`config.mk`:
```
export PLATFORM = sky130hd
export DESIGN_NAME = pswl_divider
export DESIGN_NICKNAME = d
export VERILOG_FILES = /design/src/rtl/pswl_pkg.sv /design/src/rtl/pswl_prescale.sv /design/src/rtl/pswl_dualmod.sv /design/src/rtl/pswl_decade.sv /design/src/rtl/pswl_divider.sv
export SDC_FILE = /design/constraint.sdc
export NUM_CORES = 1
export LEC_CHECK = 0
export BUFFER_PORTS_ARGS = -buffer_cell sky130_fd_sc_hd__buf_2
export CORE_UTILIZATION = 60
export CTS_CLUSTER_DIAMETER = 200
export DETAILED_ROUTE_END_ITERATION = 10
export PLACE_DENSITY_LB_ADDON = 0.2
export SYNTH_ARGS = -nofsm -noshare
export SYNTH_HDL_FRONTEND = slang
export SYNTH_SLANG_ARGS = --single-unit
```
`constraint.sdc`:
```
create_clock -name clk -period 6.4 [get_ports clk]
set_clock_uncertainty 0.2 [all_clocks]
set_input_delay 1.28 -clock clk [delete_from_list [all_inputs] [get_ports clk]]
set_output_delay 1.28 -clock clk [all_outputs]
set_load 0.01 [all_outputs]
```
`src/rtl/pswl_pkg.sv`:
```
package pswl_pkg;

   localparam int DIGIT_W = 4;

   typedef logic [DIGIT_W-1:0] bcd_t;

   // Force any nibble above nine down to nine.
   function automatic bcd_t clamp_digit(input bcd_t raw);
      return (raw > 4'd9) ? 4'd9 : raw;
   endfunction

endpackage

```
`src/rtl/pswl_prescale.sv`:
```
module pswl_prescale #(
   parameter int PRE_DIV = 4
) (
   input  logic clk,
   input  logic rst,
   output logic en
);
   localparam int PW = (PRE_DIV > 2) ? $clog2(PRE_DIV) : 1;
   localparam logic [PW-1:0] LAST = PW'(PRE_DIV - 1);
   localparam bit IS_POW2 = ((PRE_DIV & (PRE_DIV - 1)) == 0);

   if (PRE_DIV < 2) begin : g_bad_div
      $error("pswl_prescale: PRE_DIV must be at least 2");
   end

   logic [PW-1:0] cnt;

   if (IS_POW2) begin : g_pow2
      // Free-running wrap, terminal when all ones
      always_ff @(posedge clk) begin
         if (rst) cnt <= '0;
         else     cnt <= cnt + 1'b1;
      end
      assign en = &cnt;
   end else begin : g_modn
      always_ff @(posedge clk) begin
         if (rst || cnt == LAST) cnt <= '0;
         else                    cnt <= cnt + 1'b1;
      end
      assign en = (cnt == LAST);
   end

   // enable is a lone single-cycle strobe
   p_pre_gap_r2: assert property (@(posedge clk) disable iff (rst)
      en |=> !en);

   // counter restarts after each strobe
   p_pre_restart_r2: assert property (@(posedge clk) disable iff (rst)
      en |=> cnt == '0);

endmodule

```
`src/rtl/pswl_dualmod.sv`:
```
module pswl_dualmod #(
   parameter int MOD_LO = 5
) (
   input  logic clk,
   input  logic rst,
   input  logic en,
   input  logic mod_hi,
   output logic pulse
);
   localparam int CW = $clog2(MOD_LO + 1);
   localparam logic [CW-1:0] TERM_LO = CW'(MOD_LO - 1);
   localparam logic [CW-1:0] TERM_HI = CW'(MOD_LO);

   if (MOD_LO < 2) begin : g_bad_mod
      $error("pswl_dualmod: MOD_LO must be at least 2");
   end

   logic [CW-1:0] cnt;
   logic [CW-1:0] term;

   assign term  = mod_hi ? TERM_HI : TERM_LO;
   assign pulse = en && (cnt == term);

   always_ff @(posedge clk) begin
      if (rst || pulse) cnt <= '0;
      else if (en)      cnt <= cnt + 1'b1;
   end

   // a new dual-modulus period starts at zero
   p_dm_restart_r3: assert property (@(posedge clk) disable iff (rst)
      pulse |=> cnt == '0);

   // counter never passes the high modulus terminal
   p_dm_range_r3: assert property (@(posedge clk) disable iff (rst)
      cnt <= TERM_HI);

   // counter moves only on enables
   p_dm_hold_r3: assert property (@(posedge clk) disable iff (rst)
      !en |=> $stable(cnt));

endmodule

```
`src/rtl/pswl_decade.sv`:
```
module pswl_decade
   import pswl_pkg::*;
(
   input  logic clk,
   input  logic load,
   input  bcd_t din,
   input  logic dec,
   output bcd_t val,
   output logic is_zero,
   output logic is_one
);

   always_ff @(posedge clk) begin
      if (load)     val <= din;
      else if (dec) val <= (val == 4'd0) ? 4'd9 : val - 4'd1;
   end

   assign is_zero = (val == 4'd0);
   assign is_one  = (val == 4'd1);

   // a digit never holds an illegal decimal code
   p_bcd_legal_r1: assert property (@(posedge clk) disable iff (load)
      val <= 4'd9);

   // a digit moves only on load or decrement
   p_bcd_hold_r8: assert property (@(posedge clk) disable iff (load)
      !dec |=> $stable(val));

endmodule

```
`src/rtl/pswl_divider.sv`:
```
module pswl_divider
   import pswl_pkg::*;
#(
   parameter int PRE_DIV = 4,
   parameter int MOD_LO  = 5,
   parameter int NDIG    = 3
) (
   input  logic                    clk,
   input  logic                    rst,
   input  logic [NDIG*DIGIT_W-1:0] dig_bcd,
   output logic                    div_out,
   output logic                    mod_sel
);

   if (NDIG < 1) begin : g_bad_ndig
      $error("pswl_divider: NDIG must be at least 1");
   end

   logic                     pre_en;
   logic                     dm_pulse;
   logic [NDIG-1:0][DIGIT_W-1:0] load_val;
   logic [NDIG-1:0][DIGIT_W-1:0] cnt_val;
   logic [NDIG-1:0]          dig_zero;
   logic [NDIG-1:0]          dig_one;
   logic [NDIG-1:0]          step;
   logic                     upper_zero;
   logic                     at_one;
   logic                     eoc;
   logic                     reload;
   bcd_t                     sw_val;
   logic                     sw_zero;
   logic                     sw_one;

   // Fixed first stage
   pswl_prescale #(.PRE_DIV(PRE_DIV)) u_pre (
      .clk (clk),
      .rst (rst),
      .en  (pre_en)
   );

   // Dual-modulus stage
   pswl_dualmod #(.MOD_LO(MOD_LO)) u_dm (
      .clk    (clk),
      .rst    (rst),
      .en     (pre_en),
      .mod_hi (mod_sel),
      .pulse  (dm_pulse)
   );

   // Borrow chain: a digit steps when all lower digits are zero
   always_comb begin
      logic low_z;
      low_z = 1'b1;
      for (int i = 0; i < NDIG; i++) begin
         step[i] = dm_pulse && low_z;
         low_z   = low_z && dig_zero[i];
      end
   end

   always_comb begin
      upper_zero = 1'b1;
      for (int i = 1; i < NDIG; i++) begin
         upper_zero = upper_zero && dig_zero[i];
      end
   end

   // Finish when the chain is about to reach all-zero
   assign at_one = dig_one[0] && upper_zero;
   assign eoc    = dm_pulse && at_one;
   assign reload = rst || eoc;

   for (genvar g = 0; g < NDIG; g++) begin : g_digit
      assign load_val[g] = clamp_digit(dig_bcd[g*DIGIT_W +: DIGIT_W]);

      pswl_decade u_dig (
         .clk     (clk),
         .load    (reload),
         .din     (load_val[g]),
         .dec     (step[g]),
         .val     (cnt_val[g]),
         .is_zero (dig_zero[g]),
         .is_one  (dig_one[g])
      );
   end

   // Swallow counter, preset from the units digit
   pswl_decade u_swallow (
      .clk     (clk),
      .load    (reload),
      .din     (load_val[0]),
      .dec     (dm_pulse && !sw_zero),
      .val     (sw_val),
      .is_zero (sw_zero),
      .is_one  (sw_one)
   );

   assign mod_sel = !sw_zero;

   // Output flip-flop
   always_ff @(posedge clk) begin
      if (rst)      div_out <= 1'b0;
      else if (eoc) div_out <= !div_out;
   end

   // output flips on each finishing cycle
   p_toggle_eoc_r5: assert property (@(posedge clk) disable iff (rst)
      eoc |=> div_out != $past(div_out));

   // output holds between finishing cycles
   p_hold_out_r5: assert property (@(posedge clk) disable iff (rst)
      !eoc |=> $stable(div_out));

   // modulus control moves only on dual-modulus pulses
   p_modsel_hold_r4: assert property (@(posedge clk) disable iff (rst)
      !dm_pulse |=> $stable(mod_sel));

   // after reload, modulus control follows the units digit
   p_modsel_reload_r4: assert property (@(posedge clk) disable iff (rst)
      eoc |=> mod_sel == ($past(dig_bcd[DIGIT_W-1:0]) != 4'd0));

   // the chain reloads with the new setting in the finishing cycle
   p_reload_units_r9: assert property (@(posedge clk) disable iff (rst)
      eoc |=> cnt_val[0] == clamp_digit($past(dig_bcd[DIGIT_W-1:0])));

   // dual-modulus pulses only on first-stage enables
   p_dm_on_en_r2: assert property (@(posedge clk) disable iff (rst)
      dm_pulse |-> pre_en);

   // swallow one-state is a one-pulse warning for mod_sel fall
   p_sw_fall_r4: assert property (@(posedge clk) disable iff (rst)
      (sw_one && dm_pulse && !eoc) |=> !mod_sel);

endmodule

```
# [After elaboration in Yosys (flattened, before gate mapping)]
# Cells that the tools add are included.
[totals] reg_bits=22 latchBits=0 mem_bits_rw=0 romBits=0 input_bits=14 out_inout_bits=2 elab_cells=55 n_memories=0
[op_classes] add_sub_neg=6 n_mul=0 div=0 magnitude_cmp=3 n_eq_ne=2 n_shift=0 muxes=16 bitwise=0 reduce_logical=21
[op_table] op="2-to-1 mux 4 bit" n=15
[op_table] op="logical NOT 4 bit" n=4
[op_table] op="subtractor 4 x 1 -> 4 bit, second input constant" n=4
[op_table] op="greater-than comparator 4 bit, second input constant" n=3
[op_table] op="logical AND 1 bit" n=8
[op_table] op="nonzero test 2 bit" n=4
[op_table] op="== test 4 x 1 -> 1 bit, second input constant" n=1
[op_table] op="adder 3 x 1 -> 3 bit, second input constant" n=1
[op_table] op="== test 3 bit" n=1
[op_table] op="adder 2 x 1 -> 2 bit, second input constant" n=1
[op_table] op="logical NOT 1 bit" n=2
[op_table] op="logical OR 1 bit" n=2
[op_table] op="AND reduction 2 bit" n=1
[op_table] op="2-to-1 mux 1 bit" n=1

# [Depth between registers and ports, before layout]
# Gate-level depths: netlist of the first run.
[logic_depth] depth_word=7 depth_mapped=7 ltp_nobuf=5

# [Hierarchy]
# From an unflattened synthesis of the first run, not the netlist that was laid out.
[hier_totals] hier_cells=132 hier_area_um2=1312.5
[modules_own_cells] mod="pswl_decade" n_inst=4 cells_per_inst=22 area_per_inst_um2=235.2
[modules_own_cells] mod="pswl_divider" n_inst=1 cells_per_inst=25 area_per_inst_um2=167.7
[modules_own_cells] mod="pswl_dualmod" n_inst=1 cells_per_inst=14 area_per_inst_um2=141.4
[modules_own_cells] mod="pswl_prescale" n_inst=1 cells_per_inst=5 area_per_inst_um2=62.6

# [Worst setup path after synthesis of the first run]
# OpenSTA, ideal clock, no wires.
[synth_path] path_kind="register to register" from="register u_swallow.val[1]" to="register g_digit[2].u_dig.val[0], enable pin" arrival_time_ns=1.951 path_slack_ns=3.869 stages_incl_launch_ff=5 path_buffers=0 cell_sequence="edfxtp_1 -> nor4_1 -> mux2i_1 -> nand2_1 -> o41ai_1"
[synth_via] elab_chain_cells=7 word_cells_on_any_way=8 classes_between="eq/ne (1); mux (1); reduce/logical (6)"
[synth_rtl] element="start, declared" line_no="pswl_decade.sv:8" rtl="output bcd_t val,"
[synth_rtl] element="start signal, assigned" line_no="pswl_decade.sv:14" rtl="if (load) val <= din;"
[synth_rtl] element="start signal, assigned" line_no="pswl_decade.sv:15" rtl="else if (dec) val <= (val == 4'd0) ? 4'd9 : val - 4'd1;"
[synth_rtl] element="logical NOT 4 bit (*)" line_no="pswl_decade.sv:18" rtl="assign is_zero = (val == 4'd0);"
[synth_rtl] element="2-to-1 mux 1 bit (*)" line_no="pswl_dualmod.sv:21" rtl="assign term = mod_hi ? TERM_HI : TERM_LO;"
[synth_rtl] element="== test 3 bit (*)" line_no="pswl_dualmod.sv:22" rtl="assign pulse = en && (cnt == term);"
[synth_rtl] element="logical AND 1 bit (*)" line_no="pswl_dualmod.sv:22"
[synth_rtl] element="logical AND 1 bit" line_no="pswl_divider.sv:69" rtl="assign eoc = dm_pulse && at_one;"
[synth_rtl] element="logical OR 1 bit" line_no="pswl_divider.sv:70" rtl="assign reload = rst || eoc;"
[synth_rtl] element="nonzero test 2 bit (no line) (*)"
[synth_rtl] element="end signal, assigned" line_no="pswl_decade.sv:14"
[synth_rtl] element="end signal, assigned" line_no="pswl_decade.sv:15"
[synth_rtl] element="end, declared" line_no="pswl_decade.sv:8"
# Every way passes the cells marked *; elsewhere a longest branch is shown, timed or not.
# A chain may end at the register's enable or synchronous reset.

# [Final worst setup path of the first run]
[layout_path] from="register u_swallow.val[0]" to="output mod_sel"
[layout_via] elab_chain_cells=2
[layout_rtl] element="logical NOT 4 bit" line_no="pswl_decade.sv:18"
[layout_rtl] element="logical NOT 1 bit" line_no="pswl_divider.sv:97" rtl="assign mod_sel = !sw_zero;"
[layout_rtl] element="end, declared" line_no="pswl_divider.sv:12" rtl="output logic mod_sel"
# No other way between the ends.

==> metrics.cfg, run 1 <==
[grt]
antenna_found_initial = 0
grt_max_degree = 20
grt_pass1_wl_um = 3540
track_usage_pct = 23.3
grt_pass1_vias = 835
grt_overflow = 0

[die]
die_h_um = 47.9
die_area_um2 = 2290
initial_utilization_pct = 64.3
io_pins = 16
core_um2 = 1960
die-width_um = 47.9
rows = 16

[setup_path]
cp.required_ns = 4.92
worstPathCellList = nor4_1, inv_1, buf_2
crit_path_end_kind = output port
slowest_delay_ns = 0.54
path_buf_inv = 2
worstReg2RegStart = u_swallow.val[0]
rr_worst_depth = 4
rrSetupSlack_ns = 3.37
crit_type = flip-flop to output port
critPathSlowestCell = nor4_1
cp_top_family = simple AND/OR/NAND/NOR gates
timing.rr.end = g_digit[2].u_dig.val[3]
critPathMaxFanout = 6
start_kind = flip-flop
crit_arrival_ns = 1.60

[sta]
setup-tns-final_ns = 0
hold_violations = 0
worstMarginPinSlew_ns = 0.936
rsz0062_at_grt = no
fin_crit_sh_pct = 48.2
period_needed_ns = 3.08
setup_viol = 0
slew_headroom_pct = 36.8
slew_violations = 0
max_freq_ghz = 0.324

[clock_network]
ctsHoldBuffers = 0
post_cts_buffers = 0
path_clk_slew_ns = 0.12
clk_latency_ns = 0.32
cts_buffers = 3
cts_tree = yes
cts-resized-gates = 0
clk_path_buf_depth = 2
root_buffer = clkbuf_4
htreeDepth = 1
cts.sink_count = 22

[layout]
final_layout_size_suffix_gt1_share_pct = 22.8
area_growth_pct = 9.71
antennaDiodeCount = 0
layout.nets = 144
finalNonFillerCells = 154

[synth]
synth-edff-count = 16
synthArstFlopShare_pct = 0
yosysWarnings = 0
synth_seq_cells = 22
syn_inst = 110
yosysSeqAreaShare_pct = 47.6
syn-mean-instance-area_um2 = 11.5
syn_area_um2 = 1260
synth_flop_cell = edfxtp_1
synth_nets = 126
yosysUniqueCellTypes = 32

[power_and_ir_drop]
ir_drop_mv = 0.150
combPwrFrac_pct = 15.0
sw_frac_of_total_pct = 26.0
clockPowerShare_pct = 26.0
seqPwrFrac_pct = 59.1
leakage_nw = 0.535
finalPower_mw = 0.304
switching_power_mw = 0.0789
intPower_mw = 0.225
power.density_nw_per_um2 = 219

[status]
run_status = finished, final reports clean

[flow_run]
cap_violations = 0

[worst_hold_path]
min_path_cells = 1
min_from = u_pre.cnt[0]
min_path_type = flip-flop to flip-flop
holdPathEnd = u_pre.cnt[0]

[placement]
dp_hpwl_um = 1750
portBuffers = 15
dpl.cell_count = 150
gp_congestion = 0.774

[detailed_routing]
wire_per_inst_um = 15.1
drc = 0
first_pass_iters = 4
dr_total_vias = 891
wirelength_um = 2330
antenna_left = 0
detail_route.vias_per_cell = 5.79
drt_iter0_drc = 13

[worst max-delay path by stage]
stage | to | startpoint | cells past startpoint | slack [ns]
final | mod_sel | u_swallow.val[0] | 3 | 3.32
after global routing | g_digit[2].u_dig.val[3] | u_swallow.val[0] | 4 | 3.15
after CTS | mod_sel | u_swallow.val[0] | 3 | 3.34
after detailed placement | g_digit[2].u_dig.val[2] | u_swallow.val[1] | 4 | 3.37
after global placement | g_digit[2].u_dig.val[0] | u_swallow.val[0] | 4 | 3.62
after floorplan | g_digit[2].u_dig.val[0] | u_swallow.val[1] | 4 | 3.87
[cell usage after synthesis, types with 2 or more instances]
cell type | instances | area share, %
nand2b_1 | 6 | 3.0
mux2i_1 | 14 | 11
inv_1 | 2 | 0.59
nor2_1 | 11 | 3.3
mux2_4 | 2 | 2.4
xor2_1 | 5 | 3.5
nor3_1 | 8 | 3.2
a21oi_1 | 9 | 3.6
o21a_1 | 7 | 4.2
mux2_2 | 2 | 1.8
edfxtp_1 | 16 | 38
dfxtp_1 | 6 | 9.5
ha_1 | 2 | 2.0
nand2_1 | 2 | 0.59
[power groups by stage]
stage / Clock (mW) / Combinational, mW / Sequential (mW)
after floorplan: 0 / 0.0358 / 0.179
after global placement: 0 / 0.0430 / 0.181
after detailed placement: 0 / 0.0452 / 0.183
after CTS: 0.0797 / 0.0458 / 0.179
after global routing: 0.0854 / 0.0506 / 0.181
final: 0.0789 / 0.0455 / 0.179
[state kept, by name, indices dropped and copies added (netlist names)]
signal and flops:
g_digit.u_dig.val 12, u_swallow.val 4, u_dm.cnt 3, u_pre.cnt 2, div_out 1
[metal layers]
metal	global-route usage [%]	up-vias	part of all wire, %
met1	28.5	420	43
met5	0	-	0
li1	-	446	-
met2	38.4	18	52
met3	4.53	7	2.3
met4	12.8	0	2.5
[final cells by class]
cell class / count / area, um^2
Tap cell: 27 / 33.8
Clock buffer: 4 / 36.3
Timing Repair Buffer: 16 / 82.6
Fill cell: 165 / 577
Inverter: 2 / 7.51
Multi-Input combinational cell: 83 / 624
Sequential cell: 22 / 601
[logic make-up (layout without fill, tap and decap cells)]
logic type / count (synthesis) / in the layout / share of synthesized area, %
simple gates: 36 / 36 / 16.9
flops: 22 / 22 / 47.6
compound gates: 21 / 21 / 10.6
mux: 18 / 18 / 15.3
xor+xnor: 6 / 6 / 4.16
buf+inv: 5 / 22 / 3.47
fa+ha+maj: 2 / 2 / 1.98
[per-stage QoR]
step / utilization [%] / setup slack (ns) / hold slack, ns / cell area (um^2)
after global placement: 68.8 / 3.62 / 0.201 / 1350
after floorplan: - / 3.87 / 0.190 / 1260
after global routing: 70.6 / 3.15 / 0.261 / 1390
after detailed placement: 68.8 / 3.37 / 0.221 / 1350
after CTS: 70.6 / 3.34 / 0.240 / 1390
final: 70.6 / 3.32 / 0.233 / 1390
[cells in the final DEF, fill, tap and decap left out, drive strengths merged]
cell | Yosys | routed
nor4 | 2 | 2
mux2 | 4 | 4
nand4 | 1 | 1
a31o | 1 | 1
inv | 2 | 2
o31ai | 1 | 1
o21ai | 1 | 1
xor2 | 5 | 5
nand2 | 2 | 2
or4b | 1 | 1
o41ai | 1 | 1
buf | 3 | 16
xnor2 | 1 | 1
dfxtp | 6 | 6
ha | 2 | 2
nand2b | 6 | 6
nor2b | 1 | 1
nand4b | 1 | 1
edfxtp | 16 | 16
clkbuf | 0 | 4
a31oi | 1 | 1
a21oi | 9 | 9
or2 | 1 | 1
or4bb | 1 | 1
or4 | 1 | 1
nor2 | 11 | 11
o21a | 7 | 7
nor3 | 8 | 8
mux2i | 14 | 14
No activity file was read; power rests on OpenSTA's default activity.
==> run 2: changes to the inputs <==
- ABC_AREA: default -> 1
- CORE_UTILIZATION: 60 -> 52
- clock period: 6.4 -> 2.8 ns (I/O delays scaled with it)
==> run 2 against run 1 <==
Net effect: final cell count is 52% higher; highest routed layer unchanged; synthesized area rose by 13%; synthesized cell count grew 70%; die area grew 30%; wire length rose by 20%.
==> metrics.cfg, run 2 <==
[die]
core_um2 = 2540
die_h_um = 54.5
die_area_um2 = 2970
die-width_um = 54.5
initial_utilization_pct = 56.3
rows = 18
io_pins = 16

[detailed_routing]
drc = 0
drt_iter0_drc = 43
wirelength_um = 2800
wire_per_inst_um = 12.0
dr_total_vias = 1218
first_pass_iters = 5
antenna_left = 0
detail_route.vias_per_cell = 5.21

[grt]
met3_usage_pct = 3.61
grt_pass1_wl_um = 4660
track_usage_pct = 22.6
grt_pass1_vias = 1142
grt_max_degree = 17
antenna_found_initial = 0
grt_overflow = 0
globalRouteMet1Util_pct = 28.0
gr-max-usage-layer = met2
gr-usage-met2_pct = 39.8

[layout]
antennaDiodeCount = 0
largest_reg_flops = 12
layout_common_cells = nand2_1 (55), inv_1 (25), nor2_1 (20)
area_growth_pct = 8.30
finalNonFillerCells = 234
fillers = 245
layout.nets = 221
final_common_cell = nand2_1
largest-register = g_digit.u_dig.val
finish.utilization_pct = 61.0
final_layout_size_suffix_gt1_share_pct = 19.6
reg.largest.list = g_digit.u_dig.val (12), u_swallow.val (4), u_dm.cnt (3)

[synth]
synth_area_leaders = edfxtp_1 (34%), nand2_1 (14%), dfxtp_1 (8.4%), inv_1 (6.6%), nand3_1 (6.3%)
yosysMostFrequentCell = nand2_1
synth-edff-count = 16
yosysWarnings = 0
synth_top_area_share_pct = 33.5
synth_commonest_cells = nand2_1 (55), inv_1 (25), nor2_1 (20), nand3_1 (18), edfxtp_1 (16)
synth_fa_ha_area_share_pct = 1.75
synth_xor_area_share_pct = 1.83
synth_top_family_by_area = simple AND/OR/NAND/NOR gates
synth_flop_cell = edfxtp_1
synth_compound_gate_area_share_pct = 6.03
synth_top_area_cell = edfxtp_1
synth_nets = 203
yosysSeqAreaShare_pct = 41.9
synthSimpleGateAreaFrac_pct = 39.0
synth_seq_cells = 22
yosysUniqueCellTypes = 24
synthArstFlopShare_pct = 0
syn-mean-instance-area_um2 = 7.66
syn_inst = 187
syn_area_um2 = 1430
synthMuxAreaShare_pct = 0.699

[sta]
fin_crit_sh_pct = 73.6
worstMarginPinSlew_ns = 0.567
fin_ws_ns = 0.738
slew_headroom_pct = 62.2
setup-tns-final_ns = 0
hold_violations = 0
setup_viol = 0
rsz0062_at_grt = no
slew_violations = 0
period_needed_ns = 2.06
max_freq_ghz = 0.485

[power_and_ir_drop]
ir_drop_mv = 0.349
finalPower_mw = 0.675
power.density_nw_per_um2 = 435
leakage_nw = 0.783

[clock_network]
root_buffer = clkbuf_4
cts_buffers = 3
clk_latency_ns = 0.32
ctsHoldBuffers = 0
cts_tree = yes
path_clk_slew_ns = 0.11
htreeDepth = 1
post_cts_buffers = 0
cts.sink_count = 22
cts-resized-gates = 0
clk_path_buf_depth = 2

[setup_path]
slowest_delay_ns = 0.49
start_kind = flip-flop
cp.required_ns = 2.79
critPathMaxFanout = 12
crit_path_end_kind = flip-flop
cpMostUsedCell = nand2_1
crit_arrival_ns = 2.05
crit_type = flip-flop to flip-flop
worstReg2RegStart = g_digit[0].u_dig.val[3]
startpoint = g_digit[0].u_dig.val[3]
critPathSlowestCell = o21ai_2
worstPathCellList = inv_1, nand2_1, nor2_1, nand2_1, o21ai_2, nand2_1, nand2_1

[placement]
dp_worst_setup_slack_ns = 0.762
dp_hpwl_um = 2210
portBuffers = 15
dpl.cell_count = 230
gp_congestion = 0.829

[status]
run_status = finished, final reports clean

[worst_hold_path]
min_from = u_pre.cnt[0]
min_path_type = flip-flop to flip-flop

[flow_run]
cap_violations = 0

run 2: changes by cell type after synthesis, sizes merged, moves of 3 or more:
cell    change
nand2      +60
nand3      +24
inv        +23
nor2       +15
mux2i      -13
o21ai      +11
nor3        -7
o21a        -7
a21oi       -6
nand2b      -6
mux2        -4
xor2        -3
run 2: final timing paths:
path,to,slack [ns],depth (start not counted)
worst min-delay path,u_pre.cnt[0],0.22,1
worst max register to register,u_swallow.val[3],0.74,7
worst max-delay path,u_swallow.val[3],0.74,7
worst min register to register,u_pre.cnt[0],0.22,1
run 2: layer usage:
| layer | share of wire (%) | wire length [um] |
|---|---|---|
| met3 | 5.9 | 165 |
| met2 | 49 | 1370 |
| met1 | 44 | 1240 |
| met4 | 0.93 | 26 |
| met5 | 0 | 0 |
run 2: logic make-up (layout without fill, tap and decap cells):
kind of cell               Yosys count  after routing
buffers and inverters               29             46
and+or+nand+nor                    114            114
AOI/OAI and AO/OA                   16             16
muxes                                1              1
DFF                                 22             22
xor gates and xnor gates             3              3
adders and majority gates            2              2
run 2: metrics by stage:
step	instance area [um^2]	hold WS, ns
6_report	1550	0.225
2_1_floorplan	1430	0.190
4_1_cts	1550	0.233
3_5_place_dp	1530	0.214
3_3_place_gp	1530	0.202
5_1_grt	1550	0.248
run 2: final cells by class:
type / instances / area (um^2) / area share, %
Clock buffer: 4 / 26.3 / 1.69
Inverter: 26 / 97.6 / 6.29
Multi-Input combinational cell: 136 / 707 / 45.6
Sequential cell: 22 / 601 / 38.7
Tap cell: 30 / 37.5 / 2.42
Timing Repair Buffer: 16 / 82.6 / 5.32
run 2: power by group:
part	internal (mW)	switching [mW]	total, mW
Sequential	0.378	0.0208	0.399
Clock	0.0558	0.0970	0.153
Combinational	0.0476	0.0756	0.123
run 2: worst max-delay path: cells and delay by family (launching register included):
family                 cells  cell delay [ns]
AO/OA/AOI/OAI              1             0.49
buffers and inverters      1             0.12
flip-flops                 1             0.45
AND/OR/NAND/NOR            5             0.67
